<file path="config.mk">
export PLATFORM = sky130hd
export DESIGN_NAME = par_cfg_loader
export DESIGN_NICKNAME = d
export VERILOG_FILES = /design/src/rtl/par_cfg_pkg.sv /design/src/rtl/cfg_dwell_timer.sv /design/src/rtl/cfg_byte_tally.sv /design/src/rtl/par_cfg_loader.sv
export SDC_FILE = /design/constraint.sdc
export NUM_CORES = 1
export LEC_CHECK = 0
export BUFFER_PORTS_ARGS = -buffer_cell sky130_fd_sc_hd__buf_4
export CAP_MARGIN = 20
export CORE_MARGIN = 2
export CORE_UTILIZATION = 35
export CTS_CLUSTER_DIAMETER = 60
export DETAILED_ROUTE_END_ITERATION = 7
export HOLD_SLACK_MARGIN = 0.06
export PLACE_DENSITY = 0.56
export SLEW_MARGIN = 20
export SYNTH_ARGS = -nofsm -noshare
export SYNTH_HDL_FRONTEND = slang
export SYNTH_SLANG_ARGS = --single-unit
export TNS_END_PERCENT = 20
</file>
<file path="constraint.sdc">
create_clock -name clk -period 5.05 [get_ports clk]
set_clock_uncertainty 0.15 [all_clocks]
set_input_delay 1.01 -clock clk [delete_from_list [all_inputs] [get_ports clk]]
set_output_delay 1.01 -clock clk [all_outputs]
set_load 0.01 [all_outputs]
</file>
<file path="src/rtl/par_cfg_pkg.sv">
package par_cfg_pkg;

  typedef enum logic [3:0] {
    S_IDLE, S_PROG, S_INITW, S_SETUP, S_DATA,
    S_CLO, S_CHI, S_BUSYW, S_CLOSE, S_DONEW
  } ld_state_e;

  typedef enum logic [2:0] {
    F_NONE     = 3'd0,
    F_INIT_AS  = 3'd1,
    F_INIT_REL = 3'd2,
    F_CRC      = 3'd3,
    F_BUSY     = 3'd4,
    F_DONE     = 3'd5
  } ld_fail_e;

  // true in the last cycle of a dwell of lim cycles counted from zero
  function automatic logic at_limit(input int unsigned cnt, input int unsigned lim);
    return (cnt + 1 >= lim);
  endfunction

  function automatic int unsigned max2(input int unsigned a, input int unsigned b);
    return (a > b) ? a : b;
  endfunction

endpackage

</file>
<file path="src/rtl/cfg_dwell_timer.sv">
module cfg_dwell_timer #(
  parameter int W = 8
) (
  input  logic         clk,
  input  logic         rst_n,
  input  logic         restart_i,
  output logic [W-1:0] count_o
);
  always_ff @(posedge clk or negedge rst_n) begin
    if (!rst_n)                 count_o <= '0;
    else if (restart_i)         count_o <= '0;
    else if (count_o != '1)     count_o <= count_o + 1'b1;
  end
endmodule

</file>
<file path="src/rtl/cfg_byte_tally.sv">
module cfg_byte_tally #(
  parameter int W = 16
) (
  input  logic         clk,
  input  logic         rst_n,
  input  logic         load_i,
  input  logic [W-1:0] total_i,
  input  logic         dec_i,
  output logic         zero_o,
  output logic         last_o
);
  logic [W-1:0] rem_q;

  always_ff @(posedge clk or negedge rst_n) begin
    if (!rst_n)                   rem_q <= '0;
    else if (load_i)              rem_q <= total_i;
    else if (dec_i && rem_q != '0) rem_q <= rem_q - 1'b1;
  end

  assign zero_o = (rem_q == '0);
  assign last_o = (rem_q == W'(1));
endmodule

</file>
<file path="src/rtl/par_cfg_loader.sv">
module par_cfg_loader
  import par_cfg_pkg::*;
#(
  parameter int unsigned PROG_LOW_CYC     = 32,
  parameter int unsigned INIT_ASSERT_TMO  = 50_000_000,
  parameter int unsigned INIT_RELEASE_TMO = 50_000_000,
  parameter int unsigned SETUP_CYC        = 1_000_000,
  parameter int unsigned BUSY_TMO         = 500_000,
  parameter int unsigned DONE_TMO         = 20_000_000,
  parameter int unsigned CCLK_HALF        = 2,
  parameter bit          CHECK_BUSY       = 1'b1,
  parameter int          CNT_W            = 24
) (
  input  logic             clk,
  input  logic             rst_n,
  input  logic             start_i,
  input  logic [CNT_W-1:0] total_bytes_i,
  input  logic [7:0]       byte_data_i,
  input  logic             byte_valid_i,
  output logic             byte_ready_o,
  input  logic             init_n_i,
  input  logic             busy_i,
  input  logic             done_i,
  output logic             prog_n_o,
  output logic             cs_n_o,
  output logic             write_n_o,
  output logic             cclk_o,
  output logic [7:0]       data_o,
  output logic             run_o,
  output logic             pass_o,
  output logic [2:0]       fail_code_o
);
  localparam int unsigned TMAX = max2(max2(max2(PROG_LOW_CYC, INIT_ASSERT_TMO),
                                           max2(INIT_RELEASE_TMO, SETUP_CYC)),
                                      max2(max2(BUSY_TMO, DONE_TMO), CCLK_HALF));
  localparam int TW = $clog2(TMAX + 1) + 1;

  ld_state_e   st_q, st_d;
  ld_fail_e    abort_c;
  logic        fin_ok;
  logic [TW-1:0] t_q;
  logic        rem_zero, rem_last;

  // named internal events
  logic accept_start, new_state, take_byte, ready_pulse, abort_ev;
  int unsigned t_i;

  assign t_i          = int'(t_q);
  assign accept_start = (st_q == S_IDLE) && start_i;
  assign new_state    = (st_d != st_q);
  assign take_byte    = (st_q == S_DATA) && (st_d == S_CLO);
  assign ready_pulse  = (st_q == S_CHI) && at_limit(t_i, CCLK_HALF);
  assign abort_ev     = (abort_c != F_NONE);

  cfg_dwell_timer #(.W(TW)) u_tmr (
    .clk(clk), .rst_n(rst_n), .restart_i(new_state), .count_o(t_q)
  );

  cfg_byte_tally #(.W(CNT_W)) u_tally (
    .clk(clk), .rst_n(rst_n), .load_i(accept_start), .total_i(total_bytes_i),
    .dec_i(ready_pulse), .zero_o(rem_zero), .last_o(rem_last)
  );

  always_comb begin
    st_d    = st_q;
    abort_c = F_NONE;
    fin_ok  = 1'b0;
    unique case (st_q)
      S_IDLE:  if (start_i) st_d = S_PROG;
      S_PROG: begin
        if (at_limit(t_i, PROG_LOW_CYC) && !init_n_i) st_d = S_INITW;
        else if (at_limit(t_i, INIT_ASSERT_TMO))      abort_c = F_INIT_AS;
      end
      S_INITW: begin
        if (init_n_i && !busy_i)                    st_d = S_SETUP;
        else if (at_limit(t_i, INIT_RELEASE_TMO))   abort_c = F_INIT_REL;
      end
      S_SETUP: if (at_limit(t_i, SETUP_CYC)) st_d = rem_zero ? S_CLOSE : S_DATA;
      S_DATA: begin
        if (!init_n_i)         abort_c = F_CRC;
        else if (byte_valid_i) st_d = S_CLO;
      end
      S_CLO: if (at_limit(t_i, CCLK_HALF)) st_d = S_CHI;
      S_CHI: begin
        if (at_limit(t_i, CCLK_HALF)) begin
          if (CHECK_BUSY) st_d = S_BUSYW;
          else            st_d = rem_last ? S_CLOSE : S_DATA;
        end
      end
      S_BUSYW: begin
        if (!busy_i)                       st_d = rem_zero ? S_CLOSE : S_DATA;
        else if (at_limit(t_i, BUSY_TMO))  abort_c = F_BUSY;
      end
      S_CLOSE: st_d = S_DONEW;
      S_DONEW: begin
        if (done_i && init_n_i) begin
          fin_ok = 1'b1;
          st_d   = S_IDLE;
        end else if (at_limit(t_i, DONE_TMO)) abort_c = F_DONE;
      end
      default: st_d = S_IDLE;
    endcase
    if (abort_c != F_NONE) st_d = S_IDLE;
  end

  always_ff @(posedge clk or negedge rst_n) begin
    if (!rst_n) begin
      st_q        <= S_IDLE;
      data_o      <= '0;
      pass_o      <= 1'b0;
      fail_code_o <= F_NONE;
    end else begin
      st_q <= st_d;
      if (take_byte) data_o <= byte_data_i;
      if (accept_start) begin
        pass_o      <= 1'b0;
        fail_code_o <= F_NONE;
      end else if (abort_ev) begin
        fail_code_o <= abort_c;
      end else if (fin_ok) begin
        pass_o <= 1'b1;
      end
    end
  end

  // pin decode from state
  assign prog_n_o     = (st_q != S_PROG);
  assign cs_n_o       = !(st_q inside {S_SETUP, S_DATA, S_CLO, S_CHI, S_BUSYW});
  assign write_n_o    = !(st_q inside {S_SETUP, S_DATA, S_CLO, S_CHI, S_BUSYW, S_CLOSE});
  assign cclk_o       = (st_q != S_CLO);
  assign byte_ready_o = ready_pulse;
  assign run_o        = (st_q != S_IDLE);

  // program-pulse width counter for the checks below
  logic [TW-1:0] plow_q;
  always_ff @(posedge clk or negedge rst_n) begin
    if (!rst_n)                         plow_q <= '0;
    else if (prog_n_o)                  plow_q <= '0;
    else if (plow_q != '1)              plow_q <= plow_q + 1'b1;
  end

  p_prog_min_r2: assert property (@(posedge clk) disable iff (!rst_n)
    $rose(prog_n_o) |-> (int'(plow_q) >= PROG_LOW_CYC));

  p_sel_together_r4: assert property (@(posedge clk) disable iff (!rst_n)
    $fell(cs_n_o) |-> $fell(write_n_o));

  p_data_hold_r5: assert property (@(posedge clk) disable iff (!rst_n)
    (!cclk_o && $past(!cclk_o)) |-> $stable(data_o));

  p_ready_single_r5: assert property (@(posedge clk) disable iff (!rst_n)
    byte_ready_o |=> !byte_ready_o);

  p_no_pulse_on_init_low_r6: assert property (@(posedge clk) disable iff (!rst_n)
    $fell(cclk_o) |-> $past(init_n_i));

  p_cs_first_r8: assert property (@(posedge clk) disable iff (!rst_n)
    $rose(write_n_o) |-> cs_n_o);

  p_code_sticky_r10: assert property (@(posedge clk) disable iff (!rst_n)
    (!run_o && !$past(run_o) && !$past(start_i)) |-> $stable(fail_code_o));

  p_one_prog_r11: assert property (@(posedge clk) disable iff (!rst_n)
    (run_o && $past(run_o) && $past(st_q) != S_IDLE) |-> !(st_q == S_PROG && $past(st_q) != S_PROG));

endmodule

</file>
Yosys cells after proc, flatten, opt, wreduce, memory -nomap -nowiden
Index checks and enable logic that the tools add are counted.
{"block": "op_classes", "addsub": 3, "muxes": 34, "n_reduce_logical": 23, "n_eq_ne": 15, "n_lt_le_gt_ge": 6}
{"cell": "$mux W27", "count": 2}
{"cell": "$mux W24", "count": 2}
{"cell": "$mux W4", "count": 12}
{"cell": "$pmux W4 S10", "count": 1}
{"cell": "$ge A32 B19 Y1 const B", "count": 1}
{"cell": "$ge A32 B2 Y1 const B", "count": 1}
{"cell": "$ge A32 B20 Y1 const B", "count": 1}
{"cell": "$ge A32 B26 Y1 const B", "count": 1}
{"cell": "$ge A32 B6 Y1 const B", "count": 1}
{"cell": "$add A27 B1 Y28 const B", "count": 1}
{"cell": "$ge A28 B25 Y1 const B", "count": 1}
{"cell": "$add A27 B1 Y27 const B", "count": 1}
{"cell": "$ne A27 B27 Y1 const B", "count": 1}
{"cell": "$logic_not A24 Y1", "count": 1}
{"cell": "$reduce_bool A24 Y1", "count": 1}
{"cell": "$sub A24 B1 Y24 const B", "count": 1}
{"cell": "$eq A4 B3 Y1 const B", "count": 5}
{"cell": "$mux W3", "count": 6}
{"cell": "$pmux W3 S5", "count": 1}
{"cell": "$eq A4 B2 Y1 const B", "count": 2}
{"cell": "$eq A4 B4 Y1 const B", "count": 2}
{"cell": "$reduce_bool A2 Y1", "count": 4}
{"cell": "$logic_and A1 B1 Y1", "count": 7}
{"cell": "$mux W1", "count": 7}
{"cell": "other kinds (13)", "count": 18}
{"block": "totals", "out_inout_bits": 18, "reg_bits": 67, "input_bits": 39}

Longest topological paths before layout
{"block": "logic_depth", "word_depth": 9, "depth_mapped": 15}

By module
Synthesis repeated with hierarchy kept, for this count alone.
{"block": "unflattened", "cells_unflattened": 704, "hier_area_um2": 5889.4}
{"module": "par_cfg_loader", "seq_area_each_um2": 400.4, "area_each_um2": 2733.9, "instances": 1, "cells_per_inst": 358}
{"module": "cfg_dwell_timer", "seq_area_each_um2": 675.6, "area_each_um2": 1659.1, "instances": 1, "cells_per_inst": 180}
{"module": "cfg_byte_tally", "seq_area_each_um2": 600.6, "area_each_um2": 1496.4, "instances": 1, "cells_per_inst": 166}

Worst setup path after synthesis
No wires, ideal clock.
{"block": "synth_timing", "path_type": "register to register", "startpoint": "register u_tmr.count_o[0]", "endpoint": "register u_tmr.count_o[26]", "arrival_ns": 3.355, "path_buffers": 2, "path_stages_with_launch": 15, "period_less_slack_ns": 3.633, "setup_ns": 0.128, "path_slack_ns": 1.417, "cell_sequence": "dfrtp_1 > ha_1 > nand4_1 > nor2_1 > buf_2 > and4_1 > xnor2_1 > nand3_1 > nor4_4 > nor2_2 > and4bb_1 > nor2_2 > a22oi_4 > buf_8 > nor3_2"}
{"block": "synth_via", "elab_chain_cells": 9, "word_cells_on_any_way": 30, "cone_classes": "add/sub (2); order compare (6); eq/ne (2); mux (17); reduce/logical (3)"}
{"element": "start: declaration", "line_no": "cfg_dwell_timer.sv:7", "rtl": "output logic [W-1:0] count_o"}
{"element": "start signal: assignment", "line_no": "cfg_dwell_timer.sv:12", "rtl": "else if (count_o != '1) count_o <= count_o + 1'b1;"}
{"element": "$add A27 B1 Y28 *", "line_no": "par_cfg_pkg.sv:19", "rtl": "return (cnt + 1 >= lim);"}
{"element": "$ge A32 B26 Y1 (tied with other cells)", "line_no": "par_cfg_pkg.sv:19"}
{"element": "$mux W1 (tied with other cells)", "line_no": "par_cfg_loader.sv:72", "rtl": "else if (at_limit(t_i, INIT_ASSERT_TMO)) abort_c = F_INIT_AS;"}
{"element": "$mux W1 (tied with other cells)", "line_no": "par_cfg_loader.sv:71", "rtl": "if (at_limit(t_i, PROG_LOW_CYC) && !init_n_i) st_d = S_INITW;"}
{"element": "$pmux W3 S5", "line_no": "par_cfg_loader.sv:68", "rtl": "unique case (st_q)"}
{"element": "$reduce_bool A3 Y1", "line_no": "par_cfg_loader.sv:103", "rtl": "if (abort_c != F_NONE) st_d = S_IDLE;"}
{"element": "$mux W4 *", "line_no": "par_cfg_loader.sv:103"}
{"element": "named net st_d[0]", "line_no": "par_cfg_loader.sv:38", "rtl": "ld_state_e st_q, st_d;"}
{"element": "$ne A4 B4 Y1 *", "line_no": "par_cfg_loader.sv:50", "rtl": "assign new_state = (st_d != st_q);"}
{"element": "$mux W27 or $reduce_bool A2 Y1 (tied branches)"}
The timed path passes the listed nets; every way through them passes the cells marked *. The select of a mux whose other input is x is not followed.
A chain may end at the register's enable or synchronous reset.

Worst setup path in the final report
{"block": "layout_timing", "startpoint": "register u_tmr.count_o[0]", "endpoint": "output port byte_ready_o"}
{"block": "layout_via", "elab_chain_cells": 3}
{"element": "$add A27 B1 Y28", "line_no": "par_cfg_pkg.sv:19"}
{"element": "$ge A32 B2 Y1", "line_no": "par_cfg_pkg.sv:19"}
{"element": "$logic_and A1 B1 Y1", "line_no": "par_cfg_loader.sv:52", "rtl": "assign ready_pulse = (st_q == S_CHI) && at_limit(t_i, CCLK_HALF);"}
{"element": "end: declaration", "line_no": "par_cfg_loader.sv:20", "rtl": "output logic byte_ready_o,"}
Every way passes these cells.

==> results.toml <==
[critical_path]
arrival_ns = 3.58
crit_top_cell = "nor2_2"
worstPathRequired_ns = 3.89
crit_type = "reg -> out"
cp-end-kind = "output pin"
cp_cell_sequence = "ha_1 -> and3_1 -> nand3_1 -> nor2_2 -> a211o_1 -> o211ai_1 -> nor4_4 -> nor2_2 -> buf_4"
slowest_delay_ns = 0.50
critPathLaunchType = "register"
crit_fanout = 12
critPathSlowestCell = "dfrtp_1"
cp.buffers_inverters = 1
crit_family = "simple AND/OR/NAND/NOR gates"

[route]
totalWireLength_mm = 13.1
drc = 0
dr_total_vias = 4627
viasPerCell = 5.68
first_pass_iters = 5
drt-initial-drc-count = 254
ant_nets = 0
wl_per_cell_um = 16.1

[placement]
dp_hpwl_mm = 9.51
dpl_cell_area_mm2 = 0.00560
gp_congestion = 0.897
io_buffers = 56

[clock_tree]
ctsHtreeMaxLevel = 3
cts_made_buffers = 9
cts_resized = 0
insertion_delay_ns = 0.33
cts_setup_buffers = 0
clock_sinks = 67
cts_hold_buffers = 0
cts_tree = "built"
clockBufferDepth = 2
clk_pin_slew_worst_paths_ns = 0.06
cts-root-buf = "clkbuf_16"

[global_route]
gr-usage-all-layers_pct = 17.2
grt_max_degree = 68
grt_pass1_vias = 4478
overflow = 0
grt_pass1_wl_mm = 22.3
antenna_found_initial = 0

[yosys]
syn_area_mm2 = 0.00508
synth.yosys.warnings = 0
synth_cells = 588
synth_top_flop_cell = "dfrtp_1"
async_flop_share_pct = 100
yosysTopAreaCell = "dfrtp_1"
synth_cell_types = 82
synth_area_leaders = "dfrtp_1 33%, nor3_2 4.3%, nand2_1 4.2%"
synth_nets = 630
ys_ff_latch = 67
synth_area_per_cell_um2 = 8.64
seq_area_frac_synth_pct = 33.0
synth_edf_count = 0
synth_top_area_share_pct = 33.0

[status]
outcome = "complete, no violations"

[sta]
post-route-period-util_pct = 93.9
rsz0062_at_grt = "false"
maxSlewViolCount = 0
fin_crit_ns = 4.74
setup_viol = 0
fin_tns_setup_ns = 0
tightest_slew_ns = 0.855
relSlewSlack_pct = 43.0
max_freq_mhz = 211
hold_viol = 0

[floorplanning]
die-height_um = 125
ios = 57
core_mm2 = 0.0144
std_cell_rows = 44
fp.dieW_um = 125
die-area_mm2 = 0.0155
start_util_pct = 35.4

[run]
drv_cap = 0

[finish]
final_net_count = 667
mostFrequentLayoutCells = "67 x dfrtp_1, 64 x buf_4, 57 x nand2_1, 46 x nor2_1, 29 x nand3_1"
final_common_cell = "dfrtp_1"
fin_area_mm2 = 0.00590
synthToLayoutAreaGrowth_pct = 16.1
drive_gt1_share_pct = 22.1
num_antenna_cells = 0

[power_and_ir_drop]
power-per-cell-area_mw_per_mm2 = 350
peakVddDrop_v = 0.000228
p_leak_nw = 2.38

[hold_path]
hold_class = "reg -> reg"
cells in the mapped netlist (4+ instances only):
| library cell | count |
|---|---|
| nand2b_1 | 5 |
| clkbuf_1 | 15 |
| nand4_1 | 11 |
| nor2_1 | 46 |
| a21o_1 | 4 |
| buf_4 | 5 |
| nor3b_1 | 7 |
| o211ai_1 | 5 |
| and3_1 | 10 |
| dfrtp_1 | 67 |
| and4_1 | 6 |
| inv_1 | 10 |
| a21oi_1 | 21 |
| mux2_2 | 9 |
| nand3_1 | 29 |
| nor2b_1 | 17 |
| or3_1 | 9 |
| nand2_1 | 57 |
| xnor2_1 | 23 |
| xor2_1 | 18 |
| o31ai_1 | 7 |
| buf_2 | 16 |
| or4_1 | 5 |
| nor4_1 | 12 |
| nand3b_1 | 5 |
| o32a_1 | 4 |
| o21ai_0 | 28 |
| nor3_1 | 23 |
| a31oi_1 | 9 |
| nor2_2 | 4 |
| and2_1 | 6 |
| nor3_2 | 22 |
path summary, 6_finish.rpt:
check	start	end	slack [ns]	depth (start not counted)
min in group asynchronous	rst_n	data_o[0]	0.63	1
max reg2reg	u_tmr.count_o[0]	u_tmr.count_o[6]	0.63	13
max	u_tmr.count_o[0]	byte_ready_o	0.31	9
max in group asynchronous	rst_n	u_tmr.count_o[8]	3.55	1
min	data_o[7]	data_o[7]	0.36	1
min reg2reg	data_o[7]	data_o[7]	0.36	1
layout make-up:
type / instances / area [um^2]
inverter: 10 / 37.5
clock buffer: 11 / 243
sequential: 67 / 1680
clock inverter: 5 / 60.1
tap: 184 / 230
timing repair buffer: 65 / 500
multi-input combinational: 472 / 3150
fill: 1409 / 8470
power breakdown:
part	internal [mW]	switching (mW)	total [mW]	leakage, nW
Clock	0.399	0.244	0.642	0.147
Sequential	0.658	0.147	0.805	0.882
Combinational	0.275	0.342	0.617	1.35
sequential cells by signal, indices dropped and copies added (netlist names):
register and count:
u_tmr.count_o 27, data_o 8, st_q 4, u_tally.rem_q 24, fail_code_o 3, pass_o 1
logic make-up after synthesis:
kind of cell,count (synthesis),synth area share [%]
AO/OA/AOI/OAI,116,16.4
XOR/XNOR,41,7.07
adder cells (fa/ha/maj),3,0.739
buffers and inverters,49,4.97
flip-flops,67,33.0
multiplexers,12,2.59
AND/OR/NAND/NOR,300,35.3
routing by layer:
layer	wire [um]	part of all wire (%)	GRT usage [%]
met1	6050	46	23.7
met4	303	2.3	6.21
met5	0	0	0
met3	582	4.4	2.45
met2	6190	47	27.5
stage by stage:
| stage | hold slack [ns] | instances | util [%] | worst slack [ns] | total power [mW] |
|---|---|---|---|---|---|
| floorplan | 0.364 | 588 | - | 1.42 | 1.26 |
| global placement | 0.341 | 798 | 39.0 | 0.795 | 1.41 |
| detailed placement | 0.344 | 798 | 39.0 | 0.673 | 1.43 |
| CTS | 0.361 | 814 | 41.1 | 0.335 | 2.09 |
| global route | 0.374 | 814 | 41.1 | 0.102 | 2.20 |
| finish | 0.358 | 814 | 41.1 | 0.310 | 2.06 |
Note: power is estimated with default switching activity, not from simulation.
